[src/rtl/tmt_pkg.sv]
package tmt_pkg;

    typedef enum logic [1:0] {
        TXC_NONE   = 2'b00,
        TXC_BEGIN  = 2'b01,
        TXC_COMMIT = 2'b10,
        TXC_ABORT  = 2'b11
    } txcmd_e;

    typedef enum logic [1:0] {
        FR_NONE  = 2'b00,
        FR_INVAL = 2'b01,
        FR_RREAD = 2'b10,
        FR_CAP   = 2'b11
    } fail_reason_e;

    typedef struct packed {
        logic valid;
        logic dirty;
        logic rd;
        logic wr;
    } line_meta_t;

    function automatic line_meta_t meta_clear();
        line_meta_t m;
        m = '0;
        return m;
    endfunction

    function automatic logic meta_in_sets(line_meta_t m);
        return m.valid && (m.rd || m.wr);
    endfunction

endpackage

[src/rtl/tmt_line_array.sv]
module tmt_line_array
    import tmt_pkg::*;
#(
    parameter int LINES  = 16,
    parameter int TAG_W  = 12,
    parameter int DATA_W = 32,
    localparam int IDX_W = $clog2(LINES)
) (
    input  logic              clk,
    input  logic              rst,
    input  logic [IDX_W-1:0]  c_idx,
    output line_meta_t        c_meta,
    output logic [TAG_W-1:0]  c_tag,
    output logic [DATA_W-1:0] c_data,
    input  logic [IDX_W-1:0]  s_idx,
    output line_meta_t        s_meta,
    output logic [TAG_W-1:0]  s_tag,
    output logic [DATA_W-1:0] s_data,
    input  logic              wr_en,
    input  logic [IDX_W-1:0]  wr_idx,
    input  logic [TAG_W-1:0]  wr_tag,
    input  logic [DATA_W-1:0] wr_data,
    input  line_meta_t        wr_meta,
    input  logic              inv_en,
    input  logic [IDX_W-1:0]  inv_idx,
    input  logic              commit_all,
    input  logic              abort_all
);

    line_meta_t        meta_q [LINES];
    logic [TAG_W-1:0]  tag_q  [LINES];
    logic [DATA_W-1:0] data_q [LINES];
    logic [LINES-1:0]  rd_vec;
    logic [LINES-1:0]  wr_vec;

    for (genvar i = 0; i < LINES; i++) begin : g_line
        always_ff @(posedge clk) begin
            if (rst) begin
                meta_q[i] <= meta_clear();
            end else begin
                if (commit_all) begin
                    meta_q[i].rd <= 1'b0;
                    meta_q[i].wr <= 1'b0;
                end
                if (abort_all) begin
                    if (meta_q[i].wr) begin
                        meta_q[i].valid <= 1'b0;
                        meta_q[i].dirty <= 1'b0;
                    end
                    meta_q[i].rd <= 1'b0;
                    meta_q[i].wr <= 1'b0;
                end
                if (wr_en && wr_idx == IDX_W'(i)) begin
                    meta_q[i] <= wr_meta;
                end
                if (inv_en && inv_idx == IDX_W'(i)) begin
                    meta_q[i] <= meta_clear();
                end
            end
        end

        always_ff @(posedge clk) begin
            if (wr_en && wr_idx == IDX_W'(i)) begin
                tag_q[i]  <= wr_tag;
                data_q[i] <= wr_data;
            end
        end

        assign rd_vec[i] = meta_q[i].rd;
        assign wr_vec[i] = meta_q[i].wr;
    end

    assign c_meta = meta_q[c_idx];
    assign c_tag  = tag_q[c_idx];
    assign c_data = data_q[c_idx];
    assign s_meta = meta_q[s_idx];
    assign s_tag  = tag_q[s_idx];
    assign s_data = data_q[s_idx];

    AST_COMMIT_CLEARS_SETS: assert property (@(posedge clk) disable iff (rst)
        commit_all |=> (rd_vec == '0 && wr_vec == '0));
    AST_ABORT_CLEARS_SETS: assert property (@(posedge clk) disable iff (rst)
        abort_all |=> (rd_vec == '0 && wr_vec == '0));

endmodule

[src/rtl/tmt_snoop_eval.sv]
module tmt_snoop_eval
    import tmt_pkg::*;
#(
    parameter int TAG_W  = 12,
    parameter int DATA_W = 32
) (
    input  logic              snp_valid,
    input  logic              snp_inv,
    input  logic [TAG_W-1:0]  snp_tag,
    input  logic              tx_active,
    input  line_meta_t        meta,
    input  logic [TAG_W-1:0]  line_tag,
    input  logic [DATA_W-1:0] line_data,
    output logic              hit,
    output logic              conflict,
    output fail_reason_e      reason,
    output logic              rsp_hit,
    output logic [DATA_W-1:0] rsp_data
);

    always_comb begin
        hit      = snp_valid && meta.valid && (line_tag == snp_tag);
        conflict = 1'b0;
        reason   = FR_NONE;
        if (hit && tx_active) begin
            if (snp_inv && (meta.rd || meta.wr)) begin
                conflict = 1'b1;
                reason   = FR_INVAL;
            end else if (!snp_inv && meta.wr) begin
                conflict = 1'b1;
                reason   = FR_RREAD;
            end
        end
        rsp_hit  = hit && !meta.wr;
        rsp_data = rsp_hit ? line_data : '0;
    end

endmodule

[src/rtl/tmt_tx_state.sv]
module tmt_tx_state
    import tmt_pkg::*;
(
    input  logic         clk,
    input  logic         rst,
    input  logic         begin_i,
    input  logic         end_i,
    input  logic         snp_conf_i,
    input  fail_reason_e snp_reason_i,
    input  logic         cap_conf_i,
    output logic         tx_active,
    output logic         failed,
    output fail_reason_e reason
);

    always_ff @(posedge clk) begin
        if (rst) begin
            tx_active <= 1'b0;
            failed    <= 1'b0;
            reason    <= FR_NONE;
        end else if (tx_active && end_i) begin
            tx_active <= 1'b0;
            failed    <= 1'b0;
            reason    <= FR_NONE;
        end else if (!tx_active && begin_i) begin
            tx_active <= 1'b1;
            failed    <= 1'b0;
            reason    <= FR_NONE;
        end else if (tx_active && !failed && (snp_conf_i || cap_conf_i)) begin
            failed <= 1'b1;
            reason <= snp_conf_i ? snp_reason_i : FR_CAP;
        end
    end

    AST_END_LEAVES_TX: assert property (@(posedge clk) disable iff (rst)
        (tx_active && end_i) |=> (!tx_active && !failed));
    AST_REASON_HELD: assert property (@(posedge clk) disable iff (rst)
        (failed && !end_i) |=> (failed && reason == $past(reason)));

endmodule

[src/rtl/tmt_tracker.sv]
module tmt_tracker
    import tmt_pkg::*;
#(
    parameter int ADDR_W = 16,
    parameter int DATA_W = 32,
    parameter int LINES  = 16
) (
    input  logic              clk,
    input  logic              rst,
    input  logic              req_valid,
    input  logic              req_we,
    input  logic [1:0]        req_txcmd,
    input  logic [ADDR_W-1:0] req_addr,
    input  logic [DATA_W-1:0] req_wdata,
    input  logic [DATA_W-1:0] req_fill_data,
    output logic              rsp_valid,
    output logic              rsp_hit,
    output logic [DATA_W-1:0] rsp_data,
    output logic              rsp_txfail,
    output logic [1:0]        rsp_reason,
    input  logic              snp_valid,
    input  logic              snp_inv,
    input  logic [ADDR_W-1:0] snp_addr,
    output logic              snp_rsp_valid,
    output logic              snp_rsp_hit,
    output logic [DATA_W-1:0] snp_rsp_data,
    output logic              wb_valid,
    output logic [ADDR_W-1:0] wb_addr,
    output logic [DATA_W-1:0] wb_data
);

    localparam int IDX_W = $clog2(LINES);
    localparam int TAG_W = ADDR_W - IDX_W;

    logic [IDX_W-1:0]  c_idx, s_idx;
    logic [TAG_W-1:0]  c_req_tag, s_req_tag;
    line_meta_t        c_meta, s_meta, new_meta;
    logic [TAG_W-1:0]  c_tag, s_tag;
    logic [DATA_W-1:0] c_data, s_data, new_data;
    txcmd_e            cmd;
    logic              c_hit, is_access, cmd_begin, cmd_commit, cmd_abort;
    logic              tx_active, failed, fail_eff, suppress, cap_conf, do_access;
    logic              core_we, commit_bad, commit_all, abort_all, wb_now;
    fail_reason_e      reason_q, s_reason, cur_reason;
    logic              s_hit, s_conf, s_rsp_hit;
    logic [DATA_W-1:0] s_rsp_data;

    assign c_idx     = req_addr[IDX_W-1:0];
    assign c_req_tag = req_addr[ADDR_W-1:IDX_W];
    assign s_idx     = snp_addr[IDX_W-1:0];
    assign s_req_tag = snp_addr[ADDR_W-1:IDX_W];
    assign cmd       = txcmd_e'(req_txcmd);

    tmt_line_array #(.LINES(LINES), .TAG_W(TAG_W), .DATA_W(DATA_W)) u_lines (
        .clk(clk), .rst(rst),
        .c_idx(c_idx), .c_meta(c_meta), .c_tag(c_tag), .c_data(c_data),
        .s_idx(s_idx), .s_meta(s_meta), .s_tag(s_tag), .s_data(s_data),
        .wr_en(core_we), .wr_idx(c_idx), .wr_tag(c_req_tag), .wr_data(new_data),
        .wr_meta(new_meta),
        .inv_en(snp_inv && s_hit), .inv_idx(s_idx),
        .commit_all(commit_all), .abort_all(abort_all)
    );

    tmt_snoop_eval #(.TAG_W(TAG_W), .DATA_W(DATA_W)) u_snoop (
        .snp_valid(snp_valid), .snp_inv(snp_inv), .snp_tag(s_req_tag),
        .tx_active(tx_active), .meta(s_meta), .line_tag(s_tag), .line_data(s_data),
        .hit(s_hit), .conflict(s_conf), .reason(s_reason),
        .rsp_hit(s_rsp_hit), .rsp_data(s_rsp_data)
    );

    tmt_tx_state u_tx (
        .clk(clk), .rst(rst),
        .begin_i(cmd_begin), .end_i(cmd_commit || cmd_abort),
        .snp_conf_i(s_conf), .snp_reason_i(s_reason), .cap_conf_i(cap_conf),
        .tx_active(tx_active), .failed(failed), .reason(reason_q)
    );

    always_comb begin
        is_access  = req_valid && (req_we || cmd == TXC_NONE);
        cmd_begin  = req_valid && !req_we && cmd == TXC_BEGIN;
        cmd_commit = req_valid && !req_we && cmd == TXC_COMMIT;
        cmd_abort  = req_valid && !req_we && cmd == TXC_ABORT;
        c_hit      = c_meta.valid && (c_tag == c_req_tag);
        fail_eff   = tx_active && (failed || s_conf);
        cur_reason = failed ? reason_q : s_reason;
        suppress   = is_access && fail_eff;
        cap_conf   = is_access && tx_active && !fail_eff && !c_hit && meta_in_sets(c_meta);
        do_access  = is_access && !fail_eff && !cap_conf;
        core_we    = do_access && (req_we || !c_hit || tx_active);
        commit_bad = cmd_commit && tx_active && fail_eff;
        commit_all = cmd_commit && tx_active && !fail_eff;
        abort_all  = (cmd_abort && tx_active) || commit_bad;

        new_meta.valid = 1'b1;
        new_meta.dirty = req_we || (c_hit && c_meta.dirty);
        new_meta.rd    = (tx_active && !req_we) || (c_hit && c_meta.rd);
        new_meta.wr    = (tx_active && req_we) || (c_hit && c_meta.wr);
        if (req_we)     new_data = req_wdata;
        else if (c_hit) new_data = c_data;
        else            new_data = req_fill_data;

        wb_now = do_access &&
                 ((!c_hit && c_meta.valid && c_meta.dirty) ||
                  (c_hit && req_we && tx_active && c_meta.dirty && !c_meta.wr));
    end

    always_ff @(posedge clk) begin
        if (rst) begin
            rsp_valid     <= 1'b0;
            rsp_hit       <= 1'b0;
            rsp_data      <= '0;
            rsp_txfail    <= 1'b0;
            rsp_reason    <= FR_NONE;
            snp_rsp_valid <= 1'b0;
            snp_rsp_hit   <= 1'b0;
            snp_rsp_data  <= '0;
            wb_valid      <= 1'b0;
            wb_addr       <= '0;
            wb_data       <= '0;
        end else begin
            rsp_valid  <= req_valid;
            rsp_hit    <= do_access && c_hit;
            rsp_data   <= (do_access && !req_we) ? new_data : '0;
            rsp_txfail <= suppress || cap_conf || commit_bad;
            if (suppress || commit_bad) rsp_reason <= cur_reason;
            else if (cap_conf)          rsp_reason <= FR_CAP;
            else                        rsp_reason <= FR_NONE;
            snp_rsp_valid <= snp_valid;
            snp_rsp_hit   <= s_rsp_hit;
            snp_rsp_data  <= s_rsp_data;
            wb_valid      <= wb_now;
            wb_addr       <= {c_tag, c_idx};
            wb_data       <= c_data;
        end
    end

    AST_RSP_NEXT_CYCLE: assert property (@(posedge clk) disable iff (rst)
        req_valid |=> rsp_valid);
    AST_NO_FAIL_OUTSIDE_TX: assert property (@(posedge clk) disable iff (rst)
        (req_valid && !tx_active) |=> !rsp_txfail);
    AST_NO_SPEC_TO_SNOOP: assert property (@(posedge clk) disable iff (rst)
        (snp_valid && !snp_inv && s_meta.wr) |=> !snp_rsp_hit);
    AST_CAP_KEEPS_LINE: assert property (@(posedge clk) disable iff (rst)
        cap_conf |=> (!wb_valid && rsp_txfail));

endmodule

[config.mk]
export PLATFORM = sky130hd
export DESIGN_NAME = tmt_tracker
export DESIGN_NICKNAME = d
export VERILOG_FILES = /design/src/rtl/tmt_pkg.sv /design/src/rtl/tmt_line_array.sv /design/src/rtl/tmt_snoop_eval.sv /design/src/rtl/tmt_tx_state.sv /design/src/rtl/tmt_tracker.sv
export SDC_FILE = /design/constraint.sdc
export NUM_CORES = 1
export LEC_CHECK = 0
export ABC_AREA = 1
export BUFFER_PORTS_ARGS = -buffer_cell sky130_fd_sc_hd__buf_2
export CAP_MARGIN = 40
export CORE_MARGIN = 5
export CORE_UTILIZATION = 34
export DETAILED_ROUTE_END_ITERATION = 8
export PLACE_DENSITY = 0.49
export SYNTH_ARGS = -nofsm -noshare
export SYNTH_HDL_FRONTEND = slang
export SYNTH_SLANG_ARGS = --single-unit
[constraint.sdc]
create_clock -name clk -period 4.4 [get_ports clk]
set_clock_uncertainty 0.2 [all_clocks]
set_input_delay 1.1 -clock clk [delete_from_list [all_inputs] [get_ports clk]]
set_output_delay 1.1 -clock clk [all_outputs]
set_load 0.005 [all_outputs]
==> results of run 1 <==
==> state kept, by name (all words and copies together) (netlist names), 2 cells and up <==
register,count
u_tx.reason,2
u_lines.tag_q,192
snp_rsp_data,32
rsp_reason,2
wb_addr,16
u_lines.data_q,512
wb_data,32
rsp_data,32
u_lines.meta_q,64
==> power by group through the flow <==
stage / registers [uW] / clock network [uW] / logic, uW
global route: 9470 / 9210 / 2170
finish: 9460 / 8640 / 2030
CTS: 9460 / 8840 / 2010
floorplan: 9630 / 0 / 968
detailed placement: 9640 / 0 / 2000
global placement: 9640 / 0 / 1990
==> layer usage <==
layer	routed length (um)	track usage	vias up
met2	65700	0.355	1460
met3	11600	0.0387	245
met4	4090	0.0697	0
met1	64100	0.322	15535
li1	-	-	14324
met5	0	0	-
==> worst register-to-register path: stages, from the launching register on <==
cell and delay, ns:
edfxtp_1 0.40, nand2_1 0.09, nand2_1 0.05, nand2_1 0.05, nand2_1 0.06, nand2_1 0.06
nand2_1 0.09, o21ai_0 0.37, nand2_1 0.09, nor2_1 0.21, nand2_1 0.08, nor2_1 0.25
nand4_1 0.19, nand3_1 0.15, nand2_1 0.13, nand4_4 0.19, nor2_4 0.10, nand2_1 0.14
clkinvlp_4 0.23, clkbuf_16 0.27
==> synth_stat cells <==
| cell type | n | share of area |
|---|---|---|
| a22oi_1 | 294 | 0.055 |
| inv_1 | 403 | 0.038 |
| or2_0 | 1 | 0.00016 |
| nor2_4 | 4 | 0.0011 |
| nor2_1 | 254 | 0.024 |
| o21ai_0 | 132 | 0.017 |
| o221ai_1 | 264 | 0.058 |
| clkbuf_1 | 138 | 0.013 |
| o21bai_1 | 5 | 0.00094 |
| a31oi_1 | 1 | 0.00016 |
| a22o_1 | 72 | 0.016 |
| or2_2 | 4 | 0.00063 |
| xor2_1 | 1 | 0.00022 |
| edfxtp_1 | 768 | 0.58 |
| nor2b_1 | 1 | 0.00016 |
| buf_1 | 34 | 0.0032 |
| buf_2 | 66 | 0.0083 |
| o211ai_1 | 32 | 0.0060 |
| nor2_2 | 5 | 0.00079 |
| nand3_1 | 55 | 0.0069 |
| or2_1 | 2 | 0.00031 |
| inv_2 | 8 | 0.00075 |
| a21oi_1 | 81 | 0.010 |
| buf_4 | 10 | 0.0019 |
| o22ai_1 | 27 | 0.0042 |
| o21ai_1 | 7 | 0.00088 |
| nand4_4 | 1 | 0.00053 |
| a221oi_1 | 32 | 0.0070 |
| nand2_1 | 776 | 0.073 |
| dfxtp_1 | 124 | 0.062 |
| nor3_1 | 6 | 0.00075 |
| clkinv_1 | 3 | 0.00028 |
| nor4_1 | 2 | 0.00031 |
| nand4_1 | 23 | 0.0036 |
| nand3_2 | 17 | 0.0043 |
==> layout make-up <==
| type | count | area [sq um] |
|---|---|---|
| inverter | 414 | 1620 |
| clock inverter | 48 | 526 |
| antenna | 2 | 5.00 |
| clock buffer | 145 | 2900 |
| fill | 11044 | 66800 |
| tap | 1524 | 1910 |
| multi-input combinational | 2099 | 11800 |
| sequential | 892 | 25500 |
| timing repair buffer | 632 | 5190 |
==> logic make-up after synthesis <==
family          after synthesis
compound gates              947
xor+xnor                      1
buf+inv                     662
flops                       892
simple gates               1151
==> worst min path at each step <==
| stage | startpoint | endpoint | cells past startpoint |
|---|---|---|---|
| after floorplan | u_tx.reason[1]$_SDFFE_PP0P_ | u_tx.reason[1]$_SDFFE_PP0P_ | 2 |
| after global placement | u_tx.reason[1]$_SDFFE_PP0P_ | u_tx.reason[1]$_SDFFE_PP0P_ | 2 |
| after detailed placement | u_tx.reason[1]$_SDFFE_PP0P_ | u_tx.reason[1]$_SDFFE_PP0P_ | 2 |
| after CTS | u_tx.reason[1]$_SDFFE_PP0P_ | u_tx.reason[1]$_SDFFE_PP0P_ | 2 |
| after global routing | u_tx.reason[1]$_SDFFE_PP0P_ | u_tx.reason[1]$_SDFFE_PP0P_ | 2 |
| final | u_tx.reason[1]$_SDFFE_PP0P_ | u_tx.reason[1]$_SDFFE_PP0P_ | 2 |
==> timing repair <==
item,CTS,global route
endpoints found under the setup margin,49,529
buffers inserted,0,4
resized for setup,1,10
cloned,0,2
pin swaps,0,2
hold buffers,0,0
endpoints found under the hold margin,0,0
==> stage by stage <==
stage / utilization / setup TNS (ns) / std cells / cell area, sq um
2_1_floorplan: - / 0 / 3653 / 39800
3_3_place_gp: 0.394 / -779.08 / 5551 / 45800
3_5_place_dp: 0.395 / -773.06 / 5555 / 45900
4_1_cts: 0.424 / 0 / 5748 / 49300
5_1_grt: 0.426 / -0.138 / 5754 / 49400
6_report: 0.426 / 0 / 5756 / 49500
==> results.py, run 1 <==
metrics = {
    "die": {
        "num_io_pins": 224,
        "row_count": 125,
        "start_util": 0.342,
        "die_area_sq_mm": 0.124,
        "core_area_sq_mm": 0.116,
        "die_x_um": 352,
        "die_h_um": 352,
    },
    "synthesis": {
        "synth_fa_ha_area_frac": 0,
        "yosysSeqAreaShare": 0.642,
        "synth_top_family_by_area": "compound AO/OA/AOI/OAI gates",
        "synth_simple_gate_area_frac": 0.117,
        "synth_xor_area_frac": 0.000220,
        "synthesis.area_sq_mm": 0.0398,
        "syn_nets": 3757,
        "yosysUniqueCellTypes": 35,
        "ys_ff_latch": 892,
        "muxShareOfSynthArea": 0,
        "synth_compound_area_frac": 0.176,
        "syn_area_per_cell_sq_um": 10.9,
        "synthCells": 3653,
        "yosysWarnings": 0,
    },
    "setup_path": {
        "path_max_fanout": 14,
        "r2r-end": "u_lines.data_q[6][2]$_DFFE_PN_",
        "regToRegSetupSlack_ns": 0.75,
        "cp_data_required_time_ns": 4.57,
        "max_stage_delay_ns": 0.36,
        "critPathLaunchType": "input pin",
        "critPathTopFamily": "simple AND/OR/NAND/NOR gates",
        "timing.rr.start": "u_lines.tag_q[3][7]$_DFFE_PN_",
        "crit_buf_inv": 7,
        "worst-path-stages": 22,
        "r2r_cells": 19,
        "path_class": "input pin to flop",
        "cp_data_arrival_time_ns": 4.37,
        "crit_end": "u_lines.data_q[6][2]$_DFFE_PN_",
        "critPathLaunch": "req_addr[1]",
        "cp_cell_sequence": "buf_2, inv_2, nor2_4, inv_6, buf_4, o21ai_0, o21ai_0, nand2_1, nor2_1, nand2_1, nand2_1, nand2_1, nor2_1, nand2_1, nor2_2, nor2_1, inv_2, nand4_4, nor2_4, nand2_1, clkinvlp_4, clkbuf_16",
        "crit_path_end_kind": "flop",
        "cp_common_cell": "nand2_1",
        "crit_slowest_cell": "o21ai_0",
    },
    "clocking": {
        "cts_root_buf": "clkbuf_16",
        "cts_buffers": 103,
        "cts_tree": "yes",
        "path_clk_slew_ns": 0.06,
        "clock_latency_ns": 0.69,
        "htreeDepth": 3,
        "cts_buffer_depth": 3,
        "cts_sinks": 892,
    },
    "timing": {
        "whs_ns": 0.250,
        "hold_viol_final": 0,
        "min_period_over_period": 0.953,
        "worstMarginPinSlew_ns": 0.908,
        "slew_headroom": 0.395,
        "period_needed_ns": 4.19,
        "slew_viol_final": 0,
        "setup_viol": 0,
        "clock.fmax_mhz": 239,
        "setup_ws_ns": 0.207,
    },
    "power": {
        "internal-power_uw": 15200,
        "p_sw_uw": 4880,
        "p_sw_frac": 0.242,
        "powerDensity_mw_per_mm2": 407,
        "seqPwrFrac": 0.470,
        "p_leak_uw": 0.0194,
        "ir_drop_mv": 0.302,
        "power_uw": 20100,
        "power_frac_clock": 0.429,
        "pwr-share-comb": 0.101,
    },
    "detailed_routing": {
        "drt-initial-drc-count": 3728,
        "vias": 31564,
        "drtPass1Iterations": 7,
        "viasPerCell": 5.48,
        "drcViolationCount": 0,
        "routed_wl_um": 145000,
        "drtAntennaViolNets": 0,
        "routedWlPerCell_um": 25.3,
    },
    "job": {
        "cap_violations": 0,
    },
    "placement": {
        "gp_congestion": 0.875,
        "dp_slack_ns": -0.746,
        "dp_hpwl_um": 93200,
        "port-buffer-count": 223,
    },
    "global_routing": {
        "grt_use_total": 0.226,
        "grt_pass1_wl_um": 212000,
        "antenna_found_initial": 2,
        "grt_max_degree": 105,
        "grt_pass1_vias": 31021,
        "overflow": 0,
    },
    "finish": {
        "final_common_cell": "nand2_1",
        "nets": 4246,
        "syn_to_final_growth_pct": 24.3,
        "drive_gt1_frac": 0.202,
        "layout_common_cells": "774 x nand2_1, 768 x edfxtp_1, 384 x inv_1",
    },
    "min_path": {
        "hp-class": "flop to flop",
    },
    "run_status": {
        "outcome": "completed",
    },
}
Power figures use the tool's default switching activity.
==> run 2: changes to the inputs <==
--- a/config.mk
+++ b/config.mk
@@ -5,13 +5,12 @@
 export SDC_FILE = /design/constraint.sdc
 export NUM_CORES = 1
 export LEC_CHECK = 0
-export ABC_AREA = 1
 export BUFFER_PORTS_ARGS = -buffer_cell sky130_fd_sc_hd__buf_2
 export CAP_MARGIN = 40
 export CORE_MARGIN = 5
-export CORE_UTILIZATION = 34
+export CORE_UTILIZATION = 53
 export DETAILED_ROUTE_END_ITERATION = 8
-export PLACE_DENSITY = 0.49
+export PLACE_DENSITY = 0.71
 export SYNTH_ARGS = -nofsm -noshare
 export SYNTH_HDL_FRONTEND = slang
 export SYNTH_SLANG_ARGS = --single-unit
==> run 2 against run 1 <==
Register-to-register slack got worse by 0.24 ns. Non-clock buffer count fell by 150. Largest power group unchanged. First-iteration DRC count fell by 24%. Area after synthesis rose by 3.1%. Sequential power fell by 0.6%.
==> results.py, run 2 <==
metrics = {
    "placement": {
        "dp_slack_ns": -0.590,
        "gp_congestion": 0.957,
        "dp_hpwl_um": 74300,
        "dpl_cell_area_sq_mm": 0.0455,
        "port-buffer-count": 223,
        "dp.cells": 3591,
    },
    "die": {
        "start_util": 0.532,
        "core_area_sq_mm": 0.0771,
        "row_count": 102,
        "die_area_sq_mm": 0.0831,
        "die_x_um": 288,
        "die_h_um": 288,
        "num_io_pins": 224,
    },
    "detailed_routing": {
        "vias": 24768,
        "drtPass1Iterations": 6,
        "drtAntennaViolNets": 0,
        "routedWlPerCell_um": 30.8,
        "viasPerCell": 6.58,
        "drt-initial-drc-count": 2841,
        "routed_wl_um": 116000,
        "drcViolationCount": 0,
    },
    "setup_path": {
        "cp_common_cell": "buf_12",
        "path_class": "input pin to flop",
        "crit_slowest_cell": "or4_4",
        "max_stage_delay_ns": 0.56,
        "critPathTopFamily": "buffers and inverters",
        "critPathLaunchType": "input pin",
        "cp_data_arrival_time_ns": 4.42,
        "path_max_fanout": 39,
        "cp_data_required_time_ns": 4.50,
        "crit_path_end_kind": "flop",
        "cp_cell_sequence": "buf_8, buf_12, mux4_2, a22o_1, nor2_1, xnor2_1, or4_4, a211oi_4, buf_12, nand4_1, clkinvlp_4, buf_12",
        "crit_buf_inv": 5,
    },
    "finish": {
        "final_area_sq_mm": 0.0487,
        "layout_common_cells": "768 x edfxtp_1, 431 x mux4_2, 217 x buf_2",
        "regMostFlops": "u_lines.data_q",
        "drive_gt1_frac": 0.425,
        "antenna_cells": 0,
        "top_regs": "u_lines.data_q x512, u_lines.tag_q x192, u_lines.meta_q x64",
        "final_cells": 3763,
        "largest_reg_flops": 512,
        "fillers": 5463,
        "final_common_cell": "edfxtp_1",
        "syn_to_final_growth_pct": 18.6,
        "nets": 2749,
    },
    "synthesis": {
        "yosysUniqueCellTypes": 72,
        "synthCells": 2229,
        "syn_area_per_cell_sq_um": 18.4,
        "netlist.area_leader.share": 0.562,
        "synthesis.area_sq_mm": 0.0410,
        "synth_commonest_cells": "768 x edfxtp_1, 431 x mux4_2, 124 x dfxtp_1",
        "async_flop_share": 0,
        "syn_nets": 2333,
        "yosys.area.top_type": "edfxtp_1",
        "synth-edff-count": 768,
        "synth.area.top_cells": "edfxtp_1 56%, mux4_2 24%, dfxtp_1 6.0%",
        "ys.flop_type": "edfxtp_1",
        "yosysWarnings": 0,
        "ys_ff_latch": 892,
        "yosysSeqAreaShare": 0.623,
        "synth.most_common_cell": "edfxtp_1",
    },
    "timing": {
        "grt_setup_unrepaired": "false",
        "period_needed_ns": 4.33,
        "slew_headroom": 0.440,
        "worstMarginPinSlew_ns": 0.831,
        "hold_viol_final": 0,
        "min_period_over_period": 0.984,
        "setup_viol": 0,
        "slew_viol_final": 0,
        "setup_ws_ns": 0.0719,
        "clock.fmax_mhz": 231,
    },
    "power": {
        "seqPwrFrac": 0.492,
        "p_sw_frac": 0.224,
        "p_leak_uw": 0.0167,
        "ir_drop_mv": 0.273,
        "power_uw": 19100,
        "pwr-share-comb": 0.093,
        "power_frac_clock": 0.415,
        "powerDensity_mw_per_mm2": 393,
        "p_sw_uw": 4290,
        "internal-power_uw": 14800,
    },
    "global_routing": {
        "grt_pass1_wl_um": 170000,
        "grt_pass1_vias": 25481,
        "antenna_found_initial": 2,
        "grt_max_degree": 50,
        "overflow": 0,
        "grt_use_total": 0.277,
    },
    "clocking": {
        "htreeDepth": 3,
        "cts_buffers": 91,
        "cts_sinks": 892,
        "cts_buffer_depth": 3,
        "cts_tree": "yes",
        "path_clk_slew_ns": 0.06,
        "clock_latency_ns": 0.65,
        "cts_root_buf": "clkbuf_16",
    },
    "min_path": {
        "hp-class": "flop to flop",
    },
    "run_status": {
        "outcome": "completed",
    },
    "job": {
        "cap_violations": 0,
    },
}
==> run 2: area by class of cell <==
type / instances / area (sq um) / share of cell area
inverter: 50 / 245 / 0.00504
multi-input combinational: 1128 / 14600 / 0.301
sequential: 892 / 25500 / 0.525
clock buffer: 129 / 2630 / 0.0540
clock inverter: 42 / 458 / 0.00941
tap: 1040 / 1300 / 0.0267
timing repair buffer: 482 / 3860 / 0.0792
==> run 2: logic make-up (layout without fill, tap and decap cells) <==
| kind of cell | count (synthesis) | count (layout) | synth area share |
|---|---|---|---|
| buffers and inverters | 209 | 703 | 0.0222 |
| DFF | 892 | 892 | 0.623 |
| AOI/OAI and AO/OA | 155 | 155 | 0.0274 |
| muxes | 574 | 574 | 0.274 |
| xor gates and xnor gates | 17 | 17 | 0.00363 |
| and+or+nand+nor | 382 | 382 | 0.0504 |
==> run 2: per-layer routing <==
layer / vias to the layer above / share of wire / GRT usage
met4: 0 / 0.027 / 0.0780
met5: - / 0 / 0
met2: 1492 / 0.49 / 0.455
met1: 12997 / 0.38 / 0.383
met3: 188 / 0.10 / 0.0606
li1: 10091 / - / -
==> run 2: power groups by stage <==
| stage | Clock, uW | Sequential (uW) | Combinational (uW) |
|---|---|---|---|
| after detailed placement | 0 | 9580 | 1770 |
| final | 7930 | 9400 | 1780 |
| after global placement | 0 | 9570 | 1740 |
| after floorplan | 0 | 9570 | 1060 |
| after CTS | 8020 | 9400 | 1780 |
| after global routing | 8370 | 9410 | 1880 |
==> run 2: what timing repair did <==
item | in CTS | in global routing
setup buffers | 0 | 0
endpoints found under the setup margin | 0 | 637
gates resized for setup | 0 | 6
hold buffers | 0 | 0
endpoints found under the hold margin | 0 | 0
==> run 2: worst paths after layout <==
check,start,to,slack [ns],cells after the start
hold / removal,u_tx.reason[0]$_SDFFE_PP0P_,rsp_reason[0]$_SDFF_PP0_,0.30,2
hold reg to reg,u_tx.reason[0]$_SDFFE_PP0P_,rsp_reason[0]$_SDFF_PP0_,0.30,2
setup / recovery,req_addr[1],u_lines.data_q[0][2]$_DFFE_PN_,0.07,12
setup reg to reg,u_lines.tag_q[9][9]$_DFFE_PN_,u_lines.data_q[0][2]$_DFFE_PN_,0.51,13
==> run 2: per-stage QoR <==
stage | util | hold WS (ns) | TNS (ns)
after floorplan | - | 0.272 | -362.51
after CTS | 0.631 | 0.308 | 0
final | 0.631 | 0.303 | 0
after global placement | 0.589 | 0.293 | -566.72
after detailed placement | 0.591 | 0.299 | -626.88
after global routing | 0.631 | 0.330 | 0
==> run 2: worst min-delay path: cells and delay by family, from the launching register on <==
family          cells  cell delay [ns]
flops               1             0.31
compound gates      1             0.08
simple gates        1             0.06
